File: src/rtl/lbs_pkg.sv
package lbs_pkg;
  // Rotation arithmetic shared by both stages.
  function automatic int unsigned ring_add(int unsigned a, int unsigned b, int unsigned n);
    return (a + b) % n;
  endfunction

  function automatic int unsigned ring_sub(int unsigned a, int unsigned b, int unsigned n);
    return (a + n - (b % n)) % n;
  endfunction
endpackage

File: src/rtl/lbs_cell_fifo.sv
module lbs_cell_fifo #(
  parameter int DEPTH = 4,
  parameter int W     = 10
) (
  input  logic         clk,
  input  logic         rst_n,
  input  logic         push,
  input  logic [W-1:0] din,
  input  logic         pop,
  output logic [W-1:0] dout,
  output logic         empty,
  output logic         full
);
  localparam int PW   = (DEPTH > 1) ? $clog2(DEPTH) : 1;
  localparam int CNTW = $clog2(DEPTH + 1);

  logic [W-1:0]    mem [DEPTH];
  logic [PW-1:0]   wp, rp;
  logic [CNTW-1:0] cnt;

  function automatic logic [PW-1:0] step_ptr(input logic [PW-1:0] p);
    return (int'(p) == DEPTH - 1) ? '0 : p + 1'b1;
  endfunction

  always_ff @(posedge clk) begin
    if (push) mem[wp] <= din;
  end

  always_ff @(posedge clk) begin
    if (!rst_n) begin
      wp  <= '0;
      rp  <= '0;
      cnt <= '0;
    end else begin
      if (push) wp <= step_ptr(wp);
      if (pop)  rp <= step_ptr(rp);
      case ({push, pop})
        2'b10:   cnt <= cnt + 1'b1;
        2'b01:   cnt <= cnt - 1'b1;
        default: cnt <= cnt;
      endcase
    end
  end

  assign dout  = mem[rp];
  assign empty = (cnt == '0);
  assign full  = (cnt == CNTW'(DEPTH));

  AST_NO_OVERFLOW: assert property (@(posedge clk) disable iff (!rst_n) push |-> !full);
  AST_NO_UNDERFLOW: assert property (@(posedge clk) disable iff (!rst_n) pop |-> !empty);
endmodule

File: src/rtl/lbs_mid_port.sv
module lbs_mid_port #(
  parameter int N     = 4,
  parameter int DEPTH = 4,
  parameter int IW    = 2,
  parameter int SEQ_W = 8
) (
  input  logic             clk,
  input  logic             rst_n,
  input  logic             push,
  input  logic [IW-1:0]    push_dst,
  input  logic [IW-1:0]    push_src,
  input  logic [SEQ_W-1:0] push_seq,
  input  logic [IW-1:0]    sel,
  output logic [N-1:0]     full_vec,
  output logic             head_valid,
  output logic [IW-1:0]    head_src,
  output logic [SEQ_W-1:0] head_seq
);
  localparam int CW = IW + SEQ_W;

  logic [N-1:0]  empty_v, push_v, pop_v;
  logic [CW-1:0] dout_v [N];

  for (genvar k = 0; k < N; k++) begin : g_voq
    assign push_v[k] = push && (push_dst == IW'(k));
    assign pop_v[k]  = (sel == IW'(k)) && !empty_v[k];
    lbs_cell_fifo #(.DEPTH(DEPTH), .W(CW)) u_fifo (
      .clk   (clk),
      .rst_n (rst_n),
      .push  (push_v[k]),
      .din   ({push_src, push_seq}),
      .pop   (pop_v[k]),
      .dout  (dout_v[k]),
      .empty (empty_v[k]),
      .full  (full_vec[k])
    );
  end

  assign head_valid           = !empty_v[sel];
  assign {head_src, head_seq} = dout_v[sel];
endmodule

File: src/rtl/lbs_order_mon.sv
module lbs_order_mon #(
  parameter int N     = 4,
  parameter int IW    = 2,
  parameter int SEQ_W = 8
) (
  input  logic             clk,
  input  logic             rst_n,
  input  logic             valid,
  input  logic [IW-1:0]    src,
  input  logic [SEQ_W-1:0] seq,
  output logic             flag
);
  logic [SEQ_W-1:0] last_seq [N];
  logic [N-1:0]     seen;

  always_ff @(posedge clk) begin
    if (!rst_n) begin
      seen <= '0;
      for (int s = 0; s < N; s++) last_seq[s] <= '0;
    end else if (valid) begin
      seen[src]     <= 1'b1;
      last_seq[src] <= seq;
    end
  end

  assign flag = valid && seen[src] && (seq < last_seq[src]);
endmodule

File: src/rtl/lbs_switch.sv
module lbs_switch #(
  parameter  int N      = 4,
  parameter  int QDEPTH = 4,
  parameter  int SEQ_W  = 8,
  localparam int IW     = (N > 1) ? $clog2(N) : 1
) (
  input  logic               clk,
  input  logic               rst_n,
  input  logic [N-1:0]       in_valid,
  input  logic [N*IW-1:0]    in_dst,
  input  logic [N*SEQ_W-1:0] in_seq,
  output logic [N-1:0]       in_ready,
  output logic [N-1:0]       out_valid,
  output logic [N*IW-1:0]    out_src,
  output logic [N*SEQ_W-1:0] out_seq,
  output logic [N-1:0]       out_misorder,
  output logic [IW-1:0]      slot
);
  logic [IW-1:0] slot_q;
  logic          live;

  always_ff @(posedge clk) begin
    if (!rst_n) begin
      slot_q <= '0;
      live   <= 1'b0;
    end else begin
      slot_q <= IW'(lbs_pkg::ring_add(int'(slot_q), 1, N));
      live   <= 1'b1;
    end
  end
  assign slot = slot_q;

  // Per-slot rotation indices.
  logic [IW-1:0] feed_src [N];  // input feeding intermediate j
  logic [IW-1:0] mid_out  [N];  // output served by intermediate j
  logic [IW-1:0] out_feed [N];  // intermediate feeding output k
  logic [IW-1:0] in_tgt   [N];  // intermediate targeted by input i

  always_comb begin
    for (int x = 0; x < N; x++) begin
      feed_src[x] = IW'(lbs_pkg::ring_sub(x, int'(slot_q), N));
      mid_out[x]  = IW'(lbs_pkg::ring_add(x, int'(slot_q), N));
      out_feed[x] = IW'(lbs_pkg::ring_sub(x, int'(slot_q), N));
      in_tgt[x]   = IW'(lbs_pkg::ring_add(x, int'(slot_q), N));
    end
  end

  logic [N-1:0]     full_m [N];
  logic [N-1:0]     push_w, head_v;
  logic [IW-1:0]    push_dst_w [N];
  logic [SEQ_W-1:0] push_seq_w [N];
  logic [IW-1:0]    head_src [N];
  logic [SEQ_W-1:0] head_seq [N];

  // First stage and intermediate buffering.
  for (genvar j = 0; j < N; j++) begin : g_mid
    assign push_dst_w[j] = in_dst[int'(feed_src[j])*IW +: IW];
    assign push_seq_w[j] = in_seq[int'(feed_src[j])*SEQ_W +: SEQ_W];
    assign push_w[j]     = in_valid[feed_src[j]] && !full_m[j][push_dst_w[j]];

    lbs_mid_port #(.N(N), .DEPTH(QDEPTH), .IW(IW), .SEQ_W(SEQ_W)) u_port (
      .clk        (clk),
      .rst_n      (rst_n),
      .push       (push_w[j]),
      .push_dst   (push_dst_w[j]),
      .push_src   (feed_src[j]),
      .push_seq   (push_seq_w[j]),
      .sel        (mid_out[j]),
      .full_vec   (full_m[j]),
      .head_valid (head_v[j]),
      .head_src   (head_src[j]),
      .head_seq   (head_seq[j])
    );
  end

  for (genvar i = 0; i < N; i++) begin : g_ready
    assign in_ready[i] = !full_m[in_tgt[i]][in_dst[i*IW +: IW]];
  end

  // Second stage, registered at the output.
  always_ff @(posedge clk) begin
    if (!rst_n) begin
      out_valid <= '0;
      out_src   <= '0;
      out_seq   <= '0;
    end else begin
      for (int k = 0; k < N; k++) begin
        out_valid[k]              <= head_v[out_feed[k]];
        out_src[k*IW +: IW]       <= head_src[out_feed[k]];
        out_seq[k*SEQ_W +: SEQ_W] <= head_seq[out_feed[k]];
      end
    end
  end

  for (genvar k = 0; k < N; k++) begin : g_mon
    lbs_order_mon #(.N(N), .IW(IW), .SEQ_W(SEQ_W)) u_mon (
      .clk   (clk),
      .rst_n (rst_n),
      .valid (out_valid[k]),
      .src   (out_src[k*IW +: IW]),
      .seq   (out_seq[k*SEQ_W +: SEQ_W]),
      .flag  (out_misorder[k])
    );
  end

  AST_SLOT_STEP: assert property (@(posedge clk) disable iff (!rst_n)
    live |-> int'(slot_q) == lbs_pkg::ring_add(int'($past(slot_q)), 1, N));
  AST_IDLE_AFTER_RESET: assert property (@(posedge clk) disable iff (!rst_n)
    (live && !$past(live)) |-> (out_valid == '0));
  AST_FLAG_NEEDS_VALID: assert property (@(posedge clk) disable iff (!rst_n)
    (out_misorder & ~out_valid) == '0);
endmodule

File: config.mk
export PLATFORM = sky130hd
export DESIGN_NAME = lbs_switch
export DESIGN_NICKNAME = d
export VERILOG_FILES = /design/src/rtl/lbs_pkg.sv /design/src/rtl/lbs_cell_fifo.sv /design/src/rtl/lbs_mid_port.sv /design/src/rtl/lbs_order_mon.sv /design/src/rtl/lbs_switch.sv
export SDC_FILE = /design/constraint.sdc
export NUM_CORES = 1
export LEC_CHECK = 0
export ABC_AREA = 1
export BUFFER_PORTS_ARGS = -buffer_cell sky130_fd_sc_hd__buf_2
export CAP_MARGIN = 0
export CORE_MARGIN = 2
export CORE_UTILIZATION = 30
export DETAILED_ROUTE_END_ITERATION = 8
export HOLD_SLACK_MARGIN = 0.05
export SLEW_MARGIN = 20
export SYNTH_ARGS = -nofsm -noshare
export SYNTH_HDL_FRONTEND = slang
export SYNTH_SLANG_ARGS = --single-unit
File: constraint.sdc
create_clock -name clk -period 4.1 [get_ports clk]
set_input_delay 0.41 -clock clk [delete_from_list [all_inputs] [get_ports clk]]
set_output_delay 0.41 -clock clk [all_outputs]
set_load 0.05 [all_outputs]
==> results.txt <==
The sequential cell area in the final layout came out at 0.0272 mm^2. The depth of the CTS H-tree is 3. The cell leakage power is roughly 21 nW. Row generation in the floorplan step produced 142 rows. The run finished with clean final reports. Subtracting the final worst setup slack from the clock period gives 3.56 ns. The net count of the finished layout came out at between 5000 and 6000. The area of the multi-input gates is between 0.01 and 0.015 mm^2.

The initial core utilization is between 30% and 40%. Of all nets on the critical path, the largest fanout is 11. The placed instance count is a little under 7000. The count of cells along the worst register-to-register path is 18. The critical path goes through inv_1 > nor2_1 > a221oi_1 > ha_1 > a211oi_1 > o211ai_1 > a21oi_1 > buf_2.

The TritonCTS clock tree is built. The arrival time reported for the critical path endpoint is 3.15 ns. The final critical-path setup slack came out at approximately 0.54 ns. The final critical path takes up between 80% and 90% of the cycle.

The clock latency on the worst-skew pair is around 0.69 ns. The number of vias per cell came out at 4.73. The count of max-cap constraint violations is 0. Compared with the post-synthesis result, the final layout area differs by 14.7%.

Setup repair after global routing left no endpoint under its margin. For the final routed database, the setup TNS stands at 0 ns. The number of filler cells placed in the layout came out at between 15000 and 20000. The maximum buffer depth of the clock tree is 3.

The core region is between 0.1 and 0.15 mm^2. For this run, the leading register cell type out of synthesis is edfxtp_1. The area fraction of the dominant cell type after synthesis is a little over 50%.

Prior to clock tree synthesis, the placed netlist has a worst setup slack of around 0.64 ns. The first-pass detailed-route iteration total is 5. The worst register-to-register path has a setup slack of slightly below 0.6 ns.

The highest clock frequency the design can meet is about 280 MHz. Yosys printed 0 warnings. For this run, the slowest stage of the critical path takes ~0.62 ns. By instance count, the leading cell after synthesis is nand2_1. The largest net degree at the start of global routing came out at 139.

The total vias in the final route is between 30000 and 40000. For the pin with the worst max-slew slack, the measured transition is about 1.1 ns. The routability-driven placement congestion ratio came out at roughly 0.9.

The combined global-route utilization of all metal layers is between 15 and 20%. The number of antenna violations at the first check in global routing is 13. The cell taking the most area after synthesis is edfxtp_1.

The count of unresolved DRC violations after routing is 0. In this run the most critical hold path is launched from rst_n. The HPWL after detailed placement is around 87 mm. The final non-filler cell total came out at 7005. The worst hold path was traced through 3 stages. The y dimension of the die is between 300 and 400 um. The power density of the placed cells came out at between 500 and 600 mW/mm^2. The overflow left after global routing came out at 0. The number of global-route vias before repair is roughly 30000. The number of pins exceeding their max-slew limit in the final report came out at 0.

Data on the critical path is required at its endpoint by approximately 3.7 ns. Hold repair after CTS inserted 0 buffers. The final count of hold timing violations came out at 0. For this run, asynchronously set or reset flops after synthesis account for 0%. Pin placement for this block handled 100 I/O pins. The endpoint identified for the worst register-to-register timing path is g_mid[2].u_port.g_voq[3].u_fifo.cnt[2]. The relative max-transition margin came out at a little over a quarter. The number of nets with antenna violations after routing is 0. The synthesized instance count came out at 4755. The commonest cells after synthesis are nand2_1 (1246), edfxtp_1 (768), inv_1 (670). After detailed routing, the average wire length per cell comes to around 18 um. The flip-flop and latch count after synthesis came out at between 900 and 1000. The share of synthesized area occupied by flip-flops and latches came out at 60.2%.

The post-detailed-routing wire length came out at around 130 mm. The die footprint is between 0.15 and 0.2 mm^2. The summed instance area of the synthesized netlist is around 0.045 mm^2.

The total of buffers placed on input and output ports came out at 99. The worst-case hold path end point is g_mon[2].u_mon.seen[1]. The clock tree root driver cell is clkbuf_16. STA classifies the critical path endpoint as a primary output.

The distinct cell type count of the synthesized netlist is between 40 and 50. The worst-case IR drop observed on VDD is 0.328 mV. The count of routing violations after the opening detailed-route iteration came out at around 3200.

The fraction of the core area covered by cells at the end of the flow is 34.6%. The worst setup path is launched from a register. The post-CTS resize count came out at 0. The number of endpoints failing setup at the final stage came out at 0. The number of buffers added by the clock tree synthesis step is ~100.

Each instance of the synthesized netlist takes up on average 9.49 um^2. In this run the worst hold path is classified as in2reg. In this run the horizontal extent of the chip is between 300 and 400 um. The total setup buffers inserted after CTS is 0. The clock-pin slew on the worst setup and hold paths came out at approximately 0.060 ns. The category of the critical setup timing path is reg2out. The post-route netlist has under 10% of its cells at a drive strength greater than 1.

For the final database, setup skew stands at between 0.03 and 0.04 ns. Sorting the synthesized cells by area gives the leading types as edfxtp_1 (51%), nand2_1 (10%), dfxtp_1 (9.1%). The master of the slowest instance on the critical path is nor2_1. In this run, synthesis inferred about 770 flip-flops with an integrated enable. In this run the critical register-to-register path is launched from slot[1]. The wire length of the first global-routing pass is about 190 mm. The post-synth net total came out at 4947. Counting every sink on the clock net gives about 970.
==> kinds of logic (layout without fill, tap and decap cells) <==
kind of cell | count (synthesis) | after routing | synth area share, %
AND/OR/NAND/NOR | 2315 | 2315 | 21.7
flip-flops | 974 | 974 | 60.2
buffers and inverters | 893 | 1124 | 7.73
AO/OA/AOI/OAI | 395 | 395 | 5.29
adder cells (fa/ha/maj) | 146 | 146 | 4.31
multiplexers | 32 | 32 | 0.710
other | 0 | 3 | 0
==> critical path, delay by kind of cell (launching register included) <==
family                     cells  cell delay (ns)
and+or+nand+nor                1             0.62
buffers and inverters          2             0.35
DFF                            1             0.47
AOI/OAI and AO/OA              4             0.72
adders and majority gates      1             0.33
==> report_power, final <==
group,total [mW],internal (mW),switching [mW]
clock network,9.37,5.50,3.87
logic,5.93,1.59,4.34
registers,12.1,11.6,0.565
==> layer usage <==
layer	global-route usage, %	wire (um)	up-vias	part of all wire [%]
met4	4.80	3570	10	2.8
met1	22.9	56900	15700	45
met5	0	55	-	0.043
li1	-	-	16000	-
met2	24.5	54700	1229	43
met3	3.82	11500	204	9.1
==> cells in the final DEF, fill, tap and decap left out, drive strengths merged, types with 33 or more instances in the layout <==
master,synthesis,final
nand2,1251,1251
edfxtp,768,768
inv,678,681
nand3,594,594
nor2,370,370
buf,82,221
dfxtp,206,206
o21ai,178,178
clkbuf,100,163
ha,130,130
a21oi,98,98
clkinv,33,54
nor3,43,43
or2,33,33
==> worst max-delay path by stage <==
stage                     startpoint                                     end
after floorplan              slot[0]  g_mid[2].u_port.g_voq[3].u_fifo.cnt[2]
after global placement       slot[1]  g_mid[2].u_port.g_voq[3].u_fifo.cnt[2]
after detailed placement     slot[1]  g_mid[2].u_port.g_voq[3].u_fifo.cnt[2]
after CTS                 out_src[5]                         out_misorder[2]
after global routing      out_src[5]                         out_misorder[2]
final                     out_src[5]                         out_misorder[2]
==> layout make-up <==
cell class              count  share of cell area, %
flip-flops and latches    974                   52.5
clock inverters            29                  0.544
multi-input cells        2888                   27.9
well taps                2016                   4.87
clock buffers             163                   6.06
diodes                      3                 0.0145
inverters                 711                   5.17
repair buffers            221                   2.86
==> state kept, by name, indices dropped and copies added (netlist names), named ones only <==
| signal | flops |
|---|---|
| slot | 2 |
| g_mon.u_mon.last_seq | 128 |
| g_mid.u_port.g_voq.u_fifo.mem | 640 |
| g_mon.u_mon.seen | 16 |
| g_mid.u_port.g_voq.u_fifo.rp | 32 |
| out_src | 8 |
| out_seq | 32 |
| out_valid | 4 |
| g_mid.u_port.g_voq.u_fifo.wp | 32 |
| g_mid.u_port.g_voq.u_fifo.cnt | 48 |
==> per-stage QoR <==
step / area, um^2 / hold slack (ns) / power, mW
finish: 51800 / 0.237 / 27.4
global route: 51800 / 0.220 / 28.6
detailed placement: 48300 / 0.435 / 18.2
CTS: 51800 / 0.184 / 27.6
global placement: 48300 / 0.431 / 18.1
floorplan: 45100 / 0.423 / 16.0
No activity file was read; power rests on OpenSTA's default activity.
